$ cat src/rtl/rsq_pkg.sv
package rsq_pkg;

   typedef enum logic [2:0] {
      ST_HOLD = 3'd0,
      ST_STAB = 3'd1,
      ST_MODE = 3'd2,
      ST_VEC  = 3'd3,
      ST_RUN  = 3'd4
   } seq_state_e;

   localparam int CAUSE_N   = 4;
   localparam int CAUSE_POR = 0;
   localparam int CAUSE_EXT = 1;
   localparam int CAUSE_WDT = 2;
   localparam int CAUSE_SW  = 3;

endpackage

$ cat src/rtl/rsq_cause_unit.sv
module rsq_cause_unit #(
   parameter int N       = 4,
   parameter int RST_BIT = 0
) (
   input  logic         clk,
   input  logic         rst_n,
   input  logic [N-1:0] req,
   output logic         any,
   output logic [N-1:0] status
);
   generate
      if (N < 2) begin : g_bad_n
         $error("rsq_cause_unit: N must be at least 2");
      end
      if (RST_BIT < 0 || RST_BIT >= N) begin : g_bad_bit
         $error("rsq_cause_unit: RST_BIT out of range");
      end
   endgenerate

   localparam logic [N-1:0] RST_ONEHOT = N'(1) << RST_BIT;

   logic [N-1:0] pick;

   // lowest index wins: scan downward so the last write is the lowest set bit
   always_comb begin
      pick = '0;
      for (int i = N - 1; i >= 0; i--) begin
         if (req[i]) begin
            pick    = '0;
            pick[i] = 1'b1;
         end
      end
   end

   assign any = |req;

   always_ff @(posedge clk or negedge rst_n) begin
      if (!rst_n) begin
         status <= RST_ONEHOT;
      end else if (any) begin
         status <= pick;
      end
   end
endmodule

$ cat src/rtl/rsq_stab_timer.sv
module rsq_stab_timer #(
   parameter int CYCLES = 64
) (
   input  logic clk,
   input  logic rst_n,
   input  logic run,
   output logic done
);
   generate
      if (CYCLES < 1) begin : g_bad
         $error("rsq_stab_timer: CYCLES must be at least 1");
      end

      if (CYCLES == 1) begin : g_single
         assign done = run;
      end else begin : g_count
         localparam int CW = $clog2(CYCLES);
         localparam logic [CW-1:0] LAST = CW'(CYCLES - 1);
         logic [CW-1:0] cnt;

         always_ff @(posedge clk or negedge rst_n) begin
            if (!rst_n) begin
               cnt <= '0;
            end else if (!run) begin
               cnt <= '0;
            end else if (cnt != LAST) begin
               cnt <= cnt + 1'b1;
            end
         end

         assign done = run && (cnt == LAST);
      end
   endgenerate
endmodule

$ cat src/rtl/rsq_rom_fetch.sv
module rsq_rom_fetch #(
   parameter int AW        = 12,
   parameter int DW        = 16,
   parameter int MODE_W    = 2,
   parameter int MODE_BASE = 0,
   parameter int VEC_ADDR  = 4094
) (
   input  logic              clk,
   input  logic              rst_n,
   input  logic              in_mode,
   input  logic              in_vec,
   input  logic              abort,
   input  logic [MODE_W-1:0] mode_sel,
   input  logic              rom_valid,
   input  logic [DW-1:0]     rom_rdata,
   output logic              rom_req,
   output logic [AW-1:0]     rom_addr,
   output logic [DW-1:0]     mode_word,
   output logic [AW-1:0]     vec_word
);
   generate
      if (DW < AW) begin : g_bad_dw
         $error("rsq_rom_fetch: DW must be at least AW");
      end
      if (MODE_W > AW) begin : g_bad_mw
         $error("rsq_rom_fetch: MODE_W must not exceed AW");
      end
   endgenerate

   localparam logic [AW-1:0] BASE_A = AW'(MODE_BASE);
   localparam logic [AW-1:0] VEC_A  = AW'(VEC_ADDR);

   logic take_mode;
   logic take_vec;

   assign rom_req   = in_mode | in_vec;
   assign take_mode = in_mode && rom_valid && !abort;
   assign take_vec  = in_vec  && rom_valid && !abort;

   always_comb begin
      rom_addr = '0;
      if (in_mode) begin
         rom_addr = BASE_A + AW'(mode_sel);
      end else if (in_vec) begin
         rom_addr = VEC_A;
      end
   end

   always_ff @(posedge clk or negedge rst_n) begin
      if (!rst_n) begin
         mode_word <= '0;
         vec_word  <= '0;
      end else begin
         if (take_mode) begin
            mode_word <= rom_rdata;
         end
         if (take_vec) begin
            vec_word <= rom_rdata[AW-1:0];
         end
      end
   end
endmodule

$ cat src/rtl/rsq_reset_seq.sv
module rsq_reset_seq #(
   parameter int AW          = 12,
   parameter int DW          = 16,
   parameter int MODE_W      = 2,
   parameter int WAIT_CYCLES = 64,
   parameter int MODE_BASE   = 16,
   parameter int VEC_ADDR    = 4094
) (
   input  logic              clk,
   input  logic              rst_n,
   input  logic              ext_rst_req,
   input  logic              wdt_rst_pls,
   input  logic              sw_rst_pls,
   input  logic [MODE_W-1:0] mode_pins,
   input  logic              stop_flag,
   output logic              rom_req,
   output logic [AW-1:0]     rom_addr,
   input  logic              rom_valid,
   input  logic [DW-1:0]     rom_rdata,
   output logic              core_rst,
   output logic              start_pulse,
   output logic [AW-1:0]     start_addr,
   output logic [DW-1:0]     boot_mode,
   output logic [3:0]        rst_cause
);
   import rsq_pkg::*;

   generate
      if (CAUSE_N != 4) begin : g_bad_n
         $error("rsq_reset_seq: cause count must be 4");
      end
      if (MODE_BASE < 0 || MODE_BASE + (1 << MODE_W) > (1 << AW)) begin : g_bad_base
         $error("rsq_reset_seq: mode table does not fit the address space");
      end
      if (VEC_ADDR < 0 || VEC_ADDR >= (1 << AW)) begin : g_bad_vec
         $error("rsq_reset_seq: VEC_ADDR out of range");
      end
   endgenerate

   seq_state_e        state;
   logic              need_wait;
   logic [MODE_W-1:0] mode_sel;
   logic              cause_any;
   logic [3:0]        cause_req;
   logic              stab_run;
   logic              stab_done;

   // power-on is the asynchronous reset itself, so its request bit stays low
   always_comb begin
      cause_req            = '0;
      cause_req[CAUSE_EXT] = ext_rst_req;
      cause_req[CAUSE_WDT] = wdt_rst_pls;
      cause_req[CAUSE_SW]  = sw_rst_pls;
   end

   rsq_cause_unit #(
      .N       (CAUSE_N),
      .RST_BIT (CAUSE_POR)
   ) u_cause (
      .clk    (clk),
      .rst_n  (rst_n),
      .req    (cause_req),
      .any    (cause_any),
      .status (rst_cause)
   );

   assign stab_run = (state == ST_STAB) && !cause_any;

   rsq_stab_timer #(
      .CYCLES (WAIT_CYCLES)
   ) u_stab (
      .clk   (clk),
      .rst_n (rst_n),
      .run   (stab_run),
      .done  (stab_done)
   );

   rsq_rom_fetch #(
      .AW        (AW),
      .DW        (DW),
      .MODE_W    (MODE_W),
      .MODE_BASE (MODE_BASE),
      .VEC_ADDR  (VEC_ADDR)
   ) u_fetch (
      .clk       (clk),
      .rst_n     (rst_n),
      .in_mode   (state == ST_MODE),
      .in_vec    (state == ST_VEC),
      .abort     (cause_any),
      .mode_sel  (mode_sel),
      .rom_valid (rom_valid),
      .rom_rdata (rom_rdata),
      .rom_req   (rom_req),
      .rom_addr  (rom_addr),
      .mode_word (boot_mode),
      .vec_word  (start_addr)
   );

   always_ff @(posedge clk or negedge rst_n) begin
      if (!rst_n) begin
         state       <= ST_HOLD;
         need_wait   <= 1'b1;
         mode_sel    <= '0;
         start_pulse <= 1'b0;
      end else begin
         start_pulse <= 1'b0;
         if (state == ST_HOLD) begin
            mode_sel <= mode_pins;
         end
         if (cause_any) begin
            state     <= ST_HOLD;
            need_wait <= need_wait | stop_flag;
         end else begin
            case (state)
               ST_HOLD: state <= need_wait ? ST_STAB : ST_MODE;
               ST_STAB: begin
                  if (stab_done) begin
                     state     <= ST_MODE;
                     need_wait <= 1'b0;
                  end
               end
               ST_MODE: begin
                  if (rom_valid) begin
                     state <= ST_VEC;
                  end
               end
               ST_VEC: begin
                  if (rom_valid) begin
                     state       <= ST_RUN;
                     start_pulse <= 1'b1;
                  end
               end
               default: state <= state;
            endcase
         end
      end
   end

   assign core_rst = (state != ST_RUN);
endmodule

$ cat config.mk
export PLATFORM = sky130hd
export DESIGN_NAME = rsq_reset_seq
export DESIGN_NICKNAME = d
export VERILOG_FILES = /design/src/rtl/rsq_pkg.sv /design/src/rtl/rsq_cause_unit.sv /design/src/rtl/rsq_stab_timer.sv /design/src/rtl/rsq_rom_fetch.sv /design/src/rtl/rsq_reset_seq.sv
export SDC_FILE = /design/constraint.sdc
export NUM_CORES = 1
export LEC_CHECK = 0
export CORE_ASPECT_RATIO = 0.75
export CORE_UTILIZATION = 47
export CTS_CLUSTER_DIAMETER = 200
export DETAILED_ROUTE_END_ITERATION = 8
export PLACE_DENSITY = 0.91
export SYNTH_ARGS = -nofsm -noshare
export SYNTH_HDL_FRONTEND = slang
export SYNTH_SLANG_ARGS = --single-unit
$ cat constraint.sdc
create_clock -name clk -period 5.68 [get_ports clk]
set_clock_uncertainty 0.2 [all_clocks]
set_input_delay 1.136 -clock clk [delete_from_list [all_inputs] [get_ports clk]]
set_output_delay 1.136 -clock clk [all_outputs]
set_load 0.05 [all_outputs]
==> results of run 1 <==
[stage by stage]
step / total power [mW] / setup slack [ns] / hold slack (ns)
6_report: 0.620 / 1.98 / 0.287
4_1_cts: 0.624 / 2.02 / 0.292
2_1_floorplan: 0.374 / 2.02 / 0.273
3_5_place_dp: 0.415 / 2.12 / 0.272
3_3_place_gp: 0.414 / 2.16 / 0.277
5_1_grt: 0.646 / 1.88 / 0.307
[placed cells by master (no fill, tap or decap), types with 6 or more instances in the layout]
master and instances:
a21oi_1 6, mux2_2 28, clkbuf_8 6, dfrtp_1 43
nor3_1 7, clkdlybuf4s50_1 70, nor2_1 6
[metal layers]
metal	up-vias	wire (um)	GRT usage, %	share of wire [%]
met3	2	333	8.35	8.2
met4	0	8	2.47	0.20
li1	654	-	-	-
met1	684	1880	26.9	46
met2	56	1840	31.0	45
met5	-	0	0	0
[power by group]
group / switching [mW] / total, mW / leakage (nW) / internal (mW)
sequential: 0.00520 / 0.333 / 0.609 / 0.328
clock: 0.111 / 0.212 / 0.0518 / 0.101
combinational: 0.0420 / 0.0747 / 0.552 / 0.0327
[worst min path at each step]
stage,start,to,slack [ns],cells after the start
after floorplan,mode_sel[0],mode_sel[0],0.27,1
after global placement,u_fetch.vec_word[9],u_fetch.vec_word[9],0.28,1
after detailed placement,u_cause.status[1],u_cause.status[1],0.27,1
after CTS,u_cause.status[1],u_cause.status[1],0.29,1
after global routing,u_cause.status[0],u_cause.status[0],0.31,1
final,u_cause.status[1],u_cause.status[1],0.29,1
[flip-flops by register name, indices dropped and copies added, names as in the netlist]
register            count
start_pulse             1
u_stab.g_count.cnt      6
u_fetch.mode_word      16
state                   3
u_cause.status          4
u_fetch.vec_word       12
mode_sel                2
need_wait               1
[critical path: cells and delay by family (launching register included)]
| kind | cells | cell delay, ns |
|---|---|---|
| flip-flops | 1 | 0.52 |
| buffers and inverters | 1 | 0.87 |
| AND/OR/NAND/NOR | 2 | 0.69 |
[area by class of cell]
type                    instances  area [um^2]  area share, %
clock buffers                   6         82.6           3.04
flip-flops and latches         45         1130           41.5
clock inverters                 2         17.5          0.644
inverters                       3         11.3          0.414
well taps                      52         65.1           2.39
repair buffers                 71          706           25.9
multi-input cells              87          709           26.1
[cells by family (layout without fill, tap and decap cells)]
group / Yosys count / after routing / synth area share [%]
flip-flops: 45 / 45 / 57.9
multiplexers: 30 / 30 / 17.3
XOR/XNOR: 1 / 1 / 0.449
adder cells (fa/ha/maj): 1 / 1 / 0.642
buffers and inverters: 18 / 82 / 5.71
AND/OR/NAND/NOR: 37 / 37 / 11.9
AO/OA/AOI/OAI: 18 / 18 / 6.03
==> reports/metrics.csv, run 1 <==
stage;metric;value;unit
status;status;completed;
grt;grt_pass1_vias;1395;
logic_synthesis;ys_ff_latch;45;
sta;tightest_slew;0.973;ns
critical_path;reg2regPathDepth;3;
job;max-cap-violations;0;
routing;drtPass1Iterations;4;
logic_synthesis;yosys_warnings;0;
floorplanning;start_util;51.3;%
logic_synthesis;synth_seq_area_share;57.9;%
critical_path;crit_path_end;rom_addr[11];
finish;area_delta_synth_final;39.5;%
logic_synthesis;ys_top_cells_by_area;dfrtp_1 55%, mux2_2 16%, buf_4 3.1%;
grt;grt_pass1_wl;6760;um
finish;finish.utilization;71.5;%
power_and_ir_drop;power.leakage;1.21;nW
logic_synthesis;yosysTopAreaCell;dfrtp_1;
critical_path;critPathCaptureType;output port;
placed_design;dp.cells;258;
clocking;cts_buffers;5;
critical_path;r2r_slack;3.53;ns
floorplanning;die_w;76.4;um
critical_path;max_stage_delay;0.87;ns
clocking;cts_sinks;45;
critical_path;worst_r2r_startpoint;state[0];
critical_path;cp.required;4.34;ns
placed_design;gp_congestion;0.787;
logic_synthesis;synth.distinct_cells;38;
finish;drive_gt1_share;21.0;%
critical_path;start_kind;register;
grt;grt_antenna_before_repair;0;
power_and_ir_drop;powerDensity;228;nW/um^2
sta;slew_headroom;35.1;%
routing;drc;0;
logic_synthesis;netlist_instances;150;
sta;setup_tns;0;ns
grt;grtUsageTotal;19.9;%
routing;ant_nets;0;
critical_path;rr_endpoint;u_fetch.vec_word[2];
sta;hold_violations;0;
sta;period_minus_slack;3.70;ns
placed_design;port_buffers;71;
critical_path;crit_chain;nor2b_1 -> and2_1 -> clkdlybuf4s50_1;
floorplanning;ios;72;
routing;vias;1396;
logic_synthesis;asyncSetResetFlopFracSynth;100;%
logic_synthesis;ys.flop_type;dfrtp_1;
routing;drtIter0Drc;86;
sta;finalCritPeriodShare;65.2;%
critical_path;crit_fanout;11;
sta;drv_slew;0;
logic_synthesis;yosys.area.top_type_share;55.2;%
routing;via_per_inst;5.25;
clocking;htree_levels;2;
routing;wl_per_cell;15.3;um
clocking;cts_tree;built;
critical_path;crit_start;state[1];
finish;stdcell_area;2720;um^2
sta;rsz0062_at_grt;no;
clocking;clkLatencyLatePin;0.29;ns
critical_path;arrival;2.37;ns
floorplanning;fp.coreArea;3800;um^2
clocking;cts_buffer_depth;2;
clocking;clk_root_buffer_cell;clkbuf_8;
finish;fillers;263;
logic_synthesis;synth_area;1950;um^2
finish;n_antenna_cell;0;
grt;overflow;0;
floorplanning;rows;19;
clocking;path_clk_slew;0.09;ns
floorplanning;die_area;4410;um^2
sta;fmax;0.270;GHz
logic_synthesis;syn_area_per_cell;13.0;um^2
power_and_ir_drop;ir_drop;0.000191;V
min_path;hp-class;reg -> reg;
logic_synthesis;synth_most_common_cell;dfrtp_1;
placed_design;dpl.hpwl;2950;um
logic_synthesis;synth_common_cells;43 x dfrtp_1, 28 x mux2_2, 8 x buf_4;
floorplanning;die_h;57.8;um
finish;nets;239;
logic_synthesis;syn_nets;176;
finish;layout.cells.non_filler;266;
logic_synthesis;synth_edf_count;0;
sta;setup_viol;0;
placed_design;place_area;2620;um^2
clocking;cts_resized;0;
routing;drt_wl_total;4060;um
critical_path;crit_type;reg -> out;
critical_path;crit_slowest_cell;clkdlybuf4s50_1;
clocking;hold_buffers;0;
clocking;post_cts_buffers;0;
grt;grt_max_degree;46;
(Power assumes the default switching activity.)
==> run 2: changes to the inputs <==
- CORE_UTILIZATION: 47 -> 44
- PLACE_DENSITY: 0.91 -> 0.86
- clock period: 5.68 -> 3.8 ns (I/O delays scaled with it)
==> run 2 against run 1 <==
Setup slack worse by 1.4 ns. Sequential share of layout area is 0.19 points lower. Critical endpoint is now rom_addr[10]. Sequential power is 50% higher. Global-route usage is 1.4 points lower. Largest power group unchanged. First-iteration DRC count is 35% lower.
==> reports/metrics.csv, run 2 (synthesis results as in run 1) <==
stage;metric;value;unit;change
finish;nets;240;;+0.42%
grt;grtUsageTotal;18.5;%;-1.4 points
critical_path;crit_type;reg -> out;;
floorplanning;rows;20;;+1
sta;drv_slew;0;;unchanged
finish;drive_gt1_share;21.4;%;+0.37 points
critical_path;critPathCaptureType;output port;;
finish;largest_reg_flops;16;;unchanged
sta;period_minus_slack;3.27;ns;
min_path;hold_depth;1;;unchanged
clocking;clkLatencyLatePin;0.28;ns;about the same
sta;setup_viol;0;;unchanged
clocking;cts_buffers;5;;unchanged
power_and_ir_drop;p_clk_share;33.8;%;-0.4 points
min_path;hp-class;reg -> reg;;
critical_path;reg2regPathDepth;3;;unchanged
clocking;hold_buffers;0;;unchanged
finish;finish.utilization;65.8;%;-5.7 points
sta;rsz0062_at_grt;no;;
sta;finalCritPeriodShare;85.9;%;
finish;layout.cells.non_filler;270;;+1.5%
routing;drt_wl_total;4010;um;-1.2%
sta;tightest_slew;0.954;ns;-0.0195 ns
finish;largest_register;u_fetch.mode_word;;
finish;n_antenna_cell;0;;unchanged
sta;slew_headroom;36.4;%;+1.3 points
routing;ant_nets;0;;unchanged
placed_design;gp_congestion;0.761;;-3.3%
routing;via_per_inst;5.14;;-2.0%
finish;layout_commonest_cell;clkdlybuf4s50_1;;
critical_path;rr_endpoint;u_fetch.mode_word[7];;
floorplanning;die_area;4700;um^2;+6.6%
grt;grt_antenna_before_repair;0;;unchanged
status;status;completed;;
clocking;cts_sinks;45;;unchanged
clocking;htree_levels;2;;unchanged
power_and_ir_drop;power.leakage;1.22;nW;+0.65%
clocking;cts_tree;built;;
sta;fmax;0.306;GHz;
grt;grt_pass1_vias;1406;;+0.79%
power_and_ir_drop;ir_drop;0.000204;V;+7.1%
finish;fillers;327;;+24%
routing;drtIter0Drc;56;;-35%
finish;layout_common_cells;70 x clkdlybuf4s50_1, 43 x dfrtp_1, 28 x mux2_2;;
sta;hold_violations;0;;unchanged
routing;vias;1389;;-0.50%
power_and_ir_drop;p_int;0.703;mW;+52%
routing;highest_layer;met4;;
critical_path;start_kind;register;;
floorplanning;die_w;78.9;um;+3.3%
critical_path;r2r_slack;1.63;ns;-1.90 ns
finish;seqCellArea;1130;um^2;unchanged
placed_design;dp.cells;262;;+1.6%
min_path;holdPathEnd;u_cause.status[1];;
clocking;path_clk_slew;0.08;ns;about the same
routing;wl_per_cell;14.8;um;-2.7%
critical_path;crit_fanout;11;;unchanged
grt;grt_pass1_wl;6570;um;-2.9%
routing;route.met3.wl;184;um;-45%
clocking;cts_buffer_depth;2;;unchanged
sta;setup_slack;0.534;ns;-1.44 ns
critical_path;worst_r2r_startpoint;state[2];;
power_and_ir_drop;p_sw;0.216;mW;+37%
job;max-cap-violations;0;;unchanged
grt;grt_max_degree;46;;unchanged
finish;multiInputGateArea;709;um^2;unchanged
placed_design;port_buffers;71;;unchanged
routing;met2WireLength;2020;um;+10%
power_and_ir_drop;p_comb_share;12.0;%;about the same
routing;drtPass1Iterations;5;;+1
grt;overflow;0;;unchanged
placed_design;pre_cts_ws;0.824;ns;-1.30 ns
floorplanning;fp.coreArea;4150;um^2;+9.2%
critical_path;cp.required;2.84;ns;-1.50 ns
floorplanning;die_h;59.6;um;+3.2%
clocking;post_cts_buffers;0;;unchanged
power_and_ir_drop;swShare;23.5;%;-2.0 points
power_and_ir_drop;power_frac_seq;54.2;%;+0.4 points
critical_path;arrival;2.31;ns;-0.06 ns
clocking;cts_resized;0;;unchanged
placed_design;dpl.hpwl;2950;um;+0.19%
sta;setup_tns;0;ns;unchanged
floorplanning;start_util;46.9;%;-4.3 points
finish;area_delta_synth_final;40.2;%;
min_path;hp-start;u_cause.status[1];;
power_and_ir_drop;powerDensity;336;nW/um^2;+48%
finish;top_regs;u_fetch.mode_word (16), u_fetch.vec_word (12), u_stab.g_count.cnt (6);;
floorplanning;ios;72;;unchanged
routing;drc;0;;unchanged
routing;wirelength_met1;1760;um;-6.3%
clocking;clk_root_buffer_cell;clkbuf_8;;
## run 2: power by group through the flow
stage | Sequential [mW] | Clock [mW] | Combinational (mW)
floorplan | 0.538 | 0 | 0.0212
detailed placement | 0.507 | 0 | 0.112
CTS | 0.498 | 0.322 | 0.112
finish | 0.498 | 0.311 | 0.111
global placement | 0.507 | 0 | 0.111
global route | 0.500 | 0.339 | 0.118
## run 2: worst max-delay path by stage
| stage | start | to | slack (ns) | cells after the start |
|---|---|---|---|---|
| after floorplan | state[2] | rom_addr[10] | 0.51 | 4 |
| after global routing | state[1] | rom_addr[10] | 0.40 | 3 |
| final | state[1] | rom_addr[10] | 0.53 | 3 |
| after global placement | sw_rst_pls | u_fetch.vec_word[8] | 0.87 | 5 |
| after CTS | state[1] | rom_addr[10] | 0.51 | 3 |
| after detailed placement | state[1] | rom_addr[10] | 0.82 | 3 |
## run 2: through the flow
step / power, mW / hold WS (ns) / cell area (um^2)
global placement: 0.618 / 0.270 / 2630
finish: 0.919 / 0.296 / 2730
global route: 0.958 / 0.313 / 2730
detailed placement: 0.619 / 0.280 / 2630
floorplan: 0.559 / 0.264 / 1950
CTS: 0.933 / 0.298 / 2730
## run 2: cell type report
class	count	share of cell area, %
Multi-Input combinational cell	87	26.0
Clock buffer	7	3.53
Inverter	3	0.412
Clock inverter	1	0.183
Tap cell	55	2.52
Timing Repair Buffer	72	26.1
Sequential cell	45	41.3
## run 2: per-layer routing
metal | vias up | GRT usage [%]
li1 | 657 | -
met3 | 4 | 4.92
met5 | - | 0
met1 | 690 | 23.2
met4 | 0 | 5.45
met2 | 38 | 31.9
## run 2: worst max-delay path, stage by stage, from the launching register on
cell             delay, ns
dfrtp_1               0.52
nor2b_1               0.32
and2_1                0.32
clkdlybuf4s50_1       0.86
